`src/rtl/burst_addr_pkg.sv`:
```
package burst_addr_pkg;
  localparam int BURST_LEN = 4;
  localparam int BEAT_W    = $clog2(BURST_LEN);

  typedef enum logic {
    ORD_LINEAR     = 1'b0,
    ORD_INTERLEAVE = 1'b1
  } burst_order_e;
endpackage

```
`src/rtl/strobe_decode.sv`:
```
module strobe_decode (
  input  logic strobe_p_ni,
  input  logic strobe_c_ni,
  input  logic chip_sel_i,
  input  logic adv_ni,
  output logic load_o,
  output logic adv_o
);
  logic p_load, c_load;

  always_comb begin
    c_load = ~strobe_c_ni;
    p_load = ~strobe_p_ni & chip_sel_i;
    load_o = c_load | p_load;
    // load wins over advance
    adv_o  = ~adv_ni & ~load_o;
  end
endmodule

```
`src/rtl/beat_counter.sv`:
```
module beat_counter #(
  parameter int BEAT_W = 2
) (
  input  logic              clk_i,
  input  logic              rst_ni,
  input  logic              load_i,
  input  logic              adv_i,
  output logic [BEAT_W-1:0] beat_o,
  output logic              last_o
);
  localparam logic [BEAT_W-1:0] BEAT_MAX = {BEAT_W{1'b1}};

  logic [BEAT_W-1:0] beat_q, beat_d;

  always_comb begin
    beat_d = beat_q;
    if (load_i)                         beat_d = '0;
    else if (adv_i && beat_q != BEAT_MAX) beat_d = beat_q + 1'b1;
  end

  always_ff @(posedge clk_i or negedge rst_ni) begin
    if (!rst_ni) beat_q <= '0;
    else         beat_q <= beat_d;
  end

  assign beat_o = beat_q;
  assign last_o = (beat_q == BEAT_MAX);

  assert_load_clears_R6: assert property (@(posedge clk_i) disable iff (!rst_ni)
    load_i |=> beat_o == '0);
  assert_step_R4: assert property (@(posedge clk_i) disable iff (!rst_ni)
    (!load_i && adv_i && !last_o) |=> beat_o == $past(beat_o) + 1'b1);
  assert_hold_R5: assert property (@(posedge clk_i) disable iff (!rst_ni)
    (!load_i && !adv_i) |=> $stable(beat_o));
  assert_sat_R7: assert property (@(posedge clk_i) disable iff (!rst_ni)
    (!load_i && last_o) |=> last_o);
endmodule

```
`src/rtl/addr_capture.sv`:
```
module addr_capture
  import burst_addr_pkg::*;
#(
  parameter int ADDR_W = 20
) (
  input  logic              clk_i,
  input  logic              rst_ni,
  input  logic              load_i,
  input  logic [ADDR_W-1:0] addr_i,
  input  logic              mode_i,
  output logic [ADDR_W-1:0] base_o,
  output burst_order_e      order_o
);
  logic [ADDR_W-1:0] base_q;
  burst_order_e      order_q;

  always_ff @(posedge clk_i or negedge rst_ni) begin
    if (!rst_ni) begin
      base_q  <= '0;
      order_q <= ORD_LINEAR;
    end else begin
      if (load_i) base_q <= addr_i;
      order_q <= burst_order_e'(mode_i);
    end
  end

  assign base_o  = base_q;
  assign order_o = order_q;

  assert_base_hold_R10: assert property (@(posedge clk_i) disable iff (!rst_ni)
    !load_i |=> $stable(base_o));
endmodule

```
`src/rtl/order_map.sv`:
```
module order_map
  import burst_addr_pkg::*;
#(
  parameter int BEAT_W = 2
) (
  input  logic [BEAT_W-1:0] start_i,
  input  logic [BEAT_W-1:0] beat_i,
  input  burst_order_e      order_i,
  output logic [BEAT_W-1:0] low_o
);
  logic [BEAT_W-1:0] lin, ilv;

  always_comb begin
    lin   = start_i + beat_i;  // wraps inside the aligned block
    ilv   = start_i ^ beat_i;
    low_o = (order_i == ORD_INTERLEAVE) ? ilv : lin;
  end
endmodule

```
`src/rtl/burst_addr_gen.sv`:
```
module burst_addr_gen
  import burst_addr_pkg::*;
#(
  parameter int ADDR_W = 20
) (
  input  logic              clk_i,
  input  logic              rst_ni,
  input  logic [ADDR_W-1:0] addr_i,
  input  logic              strobe_p_ni,
  input  logic              strobe_c_ni,
  input  logic              chip_sel_i,
  input  logic              adv_ni,
  input  logic              mode_i,
  output logic [ADDR_W-1:0] addr_o,
  output logic [BEAT_W-1:0] beat_o,
  output logic              last_o
);
  logic              load, adv;
  logic [ADDR_W-1:0] base;
  burst_order_e      order;
  logic [BEAT_W-1:0] low;

  strobe_decode i_strobe_decode (
    .strobe_p_ni (strobe_p_ni),
    .strobe_c_ni (strobe_c_ni),
    .chip_sel_i  (chip_sel_i),
    .adv_ni      (adv_ni),
    .load_o      (load),
    .adv_o       (adv)
  );

  addr_capture #(.ADDR_W(ADDR_W)) i_addr_capture (
    .clk_i   (clk_i),
    .rst_ni  (rst_ni),
    .load_i  (load),
    .addr_i  (addr_i),
    .mode_i  (mode_i),
    .base_o  (base),
    .order_o (order)
  );

  beat_counter #(.BEAT_W(BEAT_W)) i_beat_counter (
    .clk_i  (clk_i),
    .rst_ni (rst_ni),
    .load_i (load),
    .adv_i  (adv),
    .beat_o (beat_o),
    .last_o (last_o)
  );

  order_map #(.BEAT_W(BEAT_W)) i_order_map (
    .start_i (base[BEAT_W-1:0]),
    .beat_i  (beat_o),
    .order_i (order),
    .low_o   (low)
  );

  assign addr_o = {base[ADDR_W-1:BEAT_W], low};

  assert_c_load_R2: assert property (@(posedge clk_i) disable iff (!rst_ni)
    !strobe_c_ni |=> (addr_o[ADDR_W-1:BEAT_W] == $past(addr_i[ADDR_W-1:BEAT_W])) && beat_o == '0);
  assert_p_gated_R3: assert property (@(posedge clk_i) disable iff (!rst_ni)
    (strobe_c_ni && !chip_sel_i && adv_ni) |=> $stable(addr_o[ADDR_W-1:BEAT_W]) && $stable(beat_o));
  assert_linear_R8: assert property (@(posedge clk_i) disable iff (!rst_ni)
    (adv && !last_o && order == ORD_LINEAR && !mode_i)
    |=> addr_o[BEAT_W-1:0] == $past(addr_o[BEAT_W-1:0]) + 1'b1);
  assert_interleave_R9: assert property (@(posedge clk_i) disable iff (!rst_ni)
    (adv && !last_o && order == ORD_INTERLEAVE && mode_i)
    |=> (addr_o[BEAT_W-1:0] ^ $past(addr_o[BEAT_W-1:0])) == (beat_o ^ $past(beat_o)));
  assert_last_R11: assert property (@(posedge clk_i) disable iff (!rst_ni)
    $rose(last_o) |-> beat_o == {BEAT_W{1'b1}});
endmodule

```
`config.mk`:
```
export PLATFORM = sky130hd
export DESIGN_NAME = burst_addr_gen
export DESIGN_NICKNAME = d
export VERILOG_FILES = /design/src/rtl/burst_addr_pkg.sv /design/src/rtl/strobe_decode.sv /design/src/rtl/beat_counter.sv /design/src/rtl/addr_capture.sv /design/src/rtl/order_map.sv /design/src/rtl/burst_addr_gen.sv
export SDC_FILE = /design/constraint.sdc
export NUM_CORES = 1
export LEC_CHECK = 0
export CAP_MARGIN = 10
export CORE_AREA = 2 2 51 53
export CTS_CLUSTER_SIZE = 10
export DETAILED_ROUTE_END_ITERATION = 7
export DIE_AREA = 0 0 53 55
export DONT_BUFFER_PORTS = 1
export GPL_ROUTABILITY_DRIVEN = 0
export SYNTH_ARGS = -nofsm -noshare
export SYNTH_HDL_FRONTEND = slang
export SYNTH_SLANG_ARGS = --single-unit
```
`constraint.sdc`:
```
create_clock -name clk_i -period 1.1 [get_ports clk_i]
set_input_delay 0.165 -clock clk_i [delete_from_list [all_inputs] [get_ports clk_i]]
set_output_delay 0.165 -clock clk_i [all_outputs]
set_load 0.05 [all_outputs]
```
-- Word level (Yosys, flattened, before mapping)
Index checks and enable logic that the tools add are counted.
- add/subtract/negate cells: 2
- equality and inequality tests: 2
- mux-type cells: 3
- bitwise operators: 8
- reductions and logical operators: 2
- operators with widths (kind ; count):
    2-bit 2-to-1 mux ; 3
    1-bit inverter ; 4
    2-bit by 1-bit adder with 2-bit output, second input constant ; 1
    2-bit adder ; 1
    1-bit AND ; 2
    2-bit equality test, second input constant ; 1
    2-bit != test, second input constant ; 1
    2-bit nonzero test ; 1
    2-bit XOR ; 1
    1-bit logical AND ; 1
    1-bit OR ; 1
- register bits after elaboration: 23
- bits of input ports: 27
- output and inout port bits: 23
- logic and storage cells: 20

-- Longest topological paths before layout
- depth after elaboration: 8
- mapped depth: 4

-- By module
A second synthesis with hierarchy kept.
- cell total of the unflattened synthesis: 61
- area total of the unflattened synthesis: 1031.0 um^2
- by module, submodules not included (module ; instances ; cells each ; area each (um^2) ; seq. area each (um^2)):
    addr_capture ; 1 ; 43 ; 848.3 ; 525.5
    beat_counter ; 1 ; 10 ; 123.9 ; 50.0
    order_map ; 1 ; 4 ; 36.3 ; 0.0
    strobe_decode ; 1 ; 4 ; 22.5 ; 0.0

-- Worst setup path after synthesis
No wires, ideal clock.
- path kind: register -> output
- from: reg i_beat_counter.beat_q[0], in the netlist i_beat_counter.beat_o[0]
- to: out addr_o[1]
- arrival time: 1.808 ns
- setup slack: -0.873 ns
- cell stages (with the launch flop): 4
- buffers on the path: 0
- cells stage by stage: dfrtp_1 > ha_1 > nor2b_1 > xnor2_1
- cells in the longest elaborated chain, start to end: 2
- ends and longest elaborated chain (element ; line ; RTL):
    start: declaration ; beat_counter.sv:13 ; logic [BEAT_W-1:0] beat_q, beat_d;
    start signal: assignment ; beat_counter.sv:23 ; else beat_q <= beat_d;
    2-bit adder ; order_map.sv:14 ; lin = start_i + beat_i;
    2-bit 2-to-1 mux ; order_map.sv:16 ; low_o = (order_i == ORD_INTERLEAVE) ? ilv : lin;
    end: declaration ; burst_addr_gen.sv:14 ; output logic [ADDR_W-1:0] addr_o,
No other way between the ends.

-- Worst setup path after layout
Ends and elaborated chain as after synthesis.

==> results.toml <==
[timing]
slew_headroom_pct = 32.1
final.setup.worst_slack_ns = -0.390
timing.setup.tns_ns = -1.01
worst_pin_slew_ns = 1.02
count_of_final_hold_check_violations = 0
maxSlewViolCount = 0
layout_min_cycle_time_ns = 1.49
rsz0062_at_grt = "yes"
fmax_mhz = 671
final_worst_path_cycle_share_pct = 135
holdWs_ns = 0.0176
setup_violations = 6
setup_clock_skew_after_layout_ns = 0.000181

[cts]
cts_inserted_buffers = 3
h-tree-depth = 1
clkSinkCount = 23
clkTransAtPathRegs_ns = 0.11
cts_root_buffer = "sky130_fd_sc_hd__clkbuf_4"
clk-insertion-delay-late_ns = 0.29
tritoncts = "built"
cts.path.max_buffers = 2

[floorplan]
core_region_area_sq_um = 2360
floorplan.die.height_microns = 55
io-pin-count = 50
die_width_microns = 53
start_util_pct = 44.9
die_area_sq_um = 2920
number_of_placement_rows = 18

[route]
routed-via-count = 635
drcViolationCount = 0
wl_per_cell_microns = 13.4
vias_per_cell = 4.57
final_antenna_net_count = 0
totalWireLength_mm = 1.86
violation_count_after_the_first_detailed_routing_iteration = 0
detailedRoute.firstPassIterationCount = 1

[cells_and_area]
antenna_cells_inserted = 0
proportion_of_layout_cells_with_a_drive_suffix_above_1_pct = 56.9
design.final.nets = 139
finished_layout_cells = 139
areaGrowthSynthToFinish_pct = 44.2

[logic_synthesis]
syn-mean-instance-area_sq_um = 14.0
yosysWarnings = 0
syn-num-nets = 105
synth.ff_latch_count = 23
postSynthCellCount = 76
synth_cell_types = 14
synth_area_sq_um = 1060
synth_sequential_area_ratio_pct = 54.2

[run_status]
status = "finished, violations left"
violations = "setup timing"

[global_route]
grt_antenna_before_repair = 0
wire_length_of_the_first_global_routing_pass_mm = 2.51
global_route.usage.total_pct = 12.2
grt_pass1_vias = 598
grt_start_max_net_pins = 24
grt.overflow.total = 0

[placement]
number_of_input_and_output_port_buffers_inserted = 0
post-dp-hpwl_mm = 1.26
dp.cells = 110
pre_cts_slack_ns = -0.153

[min_path]
min_path_type = "in2reg"
min-delay-start = "addr_i[4]"

[setup_path]
critical_path.max_fanout = 2
crit_path_end_kind = "primary output"
required_time_of_the_critical_path_ns = 0.94
reg2reg_from = "i_beat_counter.beat_o[0]"
startpoint = "i_beat_counter.beat_o[0]"
worst_setup_path_start_kind = "flop"
cp_data_arrival_time_ns = 1.33
critPathKind = "reg2out"

[pwr]
clkPwrFrac_pct = 17.3
intPower_mw = 1.40
finalPower_mw = 2.12
p_per_area_nw_per_um2 = 1390
pwr-share-seq_pct = 45.9
p_sw_uw = 727
power.share.combinational_pct = 36.7
netSwitchingFraction_pct = 34.2
peakVddDrop_uv = 989
total_leakage_power_nw = 0.676

[flow_run]
max_cap_viol_count = 0
flip-flops by register name, summed over array words and instances (netlist names):
register                count
i_beat_counter.beat_o       2
i_addr_capture.order_o      1
i_addr_capture.base_o      20
metrics by stage:
stage,instance area (sq um),utilization [%]
after global placement,1200,50.8
after detailed placement,1200,50.8
after CTS,1410,59.6
after global routing,1530,64.7
after floorplan,1100,-
final,1530,64.7
layout make-up:
type | count | area [sq um]
fillers | 194 | 835
well taps | 30 | 37.5
clock buffers | 3 | 22.5
clock inverters | 1 | 5.00
multi-input cells | 32 | 398
repair buffers | 49 | 485
inverters | 1 | 3.75
flip-flops and latches | 23 | 578
cells in the mapped netlist (all sizes together):
cell   instances  area share (%)
ha             2             2.4
mux2          20              22
buf           20              15
inv            1            0.35
a21oi          1            0.47
dfrtp         23              54
o21ai          2             2.0
xnor2          3             2.5
nand2          1            0.35
nor2b          1            0.59
nor2           2            0.71
kinds of logic after synthesis:
kind of cell | count (synthesis) | synth area share [%]
AO/OA/AOI/OAI | 3 | 2.48
XOR/XNOR | 3 | 2.48
adder cells (fa/ha/maj) | 2 | 2.36
buffers and inverters | 21 | 15.2
flip-flops | 23 | 54.2
multiplexers | 20 | 21.6
AND/OR/NAND/NOR | 4 | 1.65
layer usage:
metal	GRT usage (%)	wire length, microns	vias to the layer above
li1	-	-	301
met2	22.3	1090	23
met3	1.61	84	2
met4	6.41	11	0
met1	14.0	671	309
met5	0	0	-
power groups by stage:
stage	logic, mW	clock network, mW	registers (mW)
after floorplan	0.572	0	0.997
after global placement	0.660	0	0.986
after detailed placement	0.667	0	0.993
after CTS	0.740	0.388	0.975
after global routing	0.815	0.428	0.987
final	0.780	0.368	0.975
cells in the final DEF (no fill, tap or decap), drive strengths merged:
| cell type | Yosys | final |
|---|---|---|
| a21oi | 1 | 1 |
| nand2 | 1 | 1 |
| xnor2 | 3 | 3 |
| dlymetal6s4s | 0 | 1 |
| o21ai | 2 | 2 |
| dlygate4sd3 | 0 | 21 |
| inv | 1 | 1 |
| clkinv | 0 | 1 |
| nor2b | 1 | 1 |
| dfrtp | 23 | 23 |
| mux2 | 20 | 20 |
| clkbuf | 0 | 3 |
| buf | 20 | 27 |
| nor2 | 2 | 2 |
| ha | 2 | 2 |
critical path, cell delays in order (launching register included):
cell and delay (ns):
sky130_fd_sc_hd__dfrtp_2 0.44, sky130_fd_sc_hd__ha_4 0.15, sky130_fd_sc_hd__nor2b_4 0.13, sky130_fd_sc_hd__xnor2_4 0.15, sky130_fd_sc_hd__buf_12 0.15
what timing repair did:
item	CTS	global route
resized for setup	6	8
endpoints found under the setup margin	6	34
pin swaps	1	0
hold buffers	15	7
buffers inserted	1	2
endpoints found under the hold margin	37	7
path summary, 6_finish.rpt:
path	to	slack (ns)	cells past startpoint
min	i_addr_capture.base_o[4]	0.02	1
max in group asynchronous	i_beat_counter.beat_o[0]	0.31	1
max	addr_o[1]	-0.39	4
min reg2reg	i_addr_capture.base_o[11]	0.52	1
max reg2reg	i_beat_counter.beat_o[0]	-0.04	5
min in group asynchronous	i_addr_capture.base_o[19]	0.10	1
No activity file was read; power rests on OpenSTA's default activity.
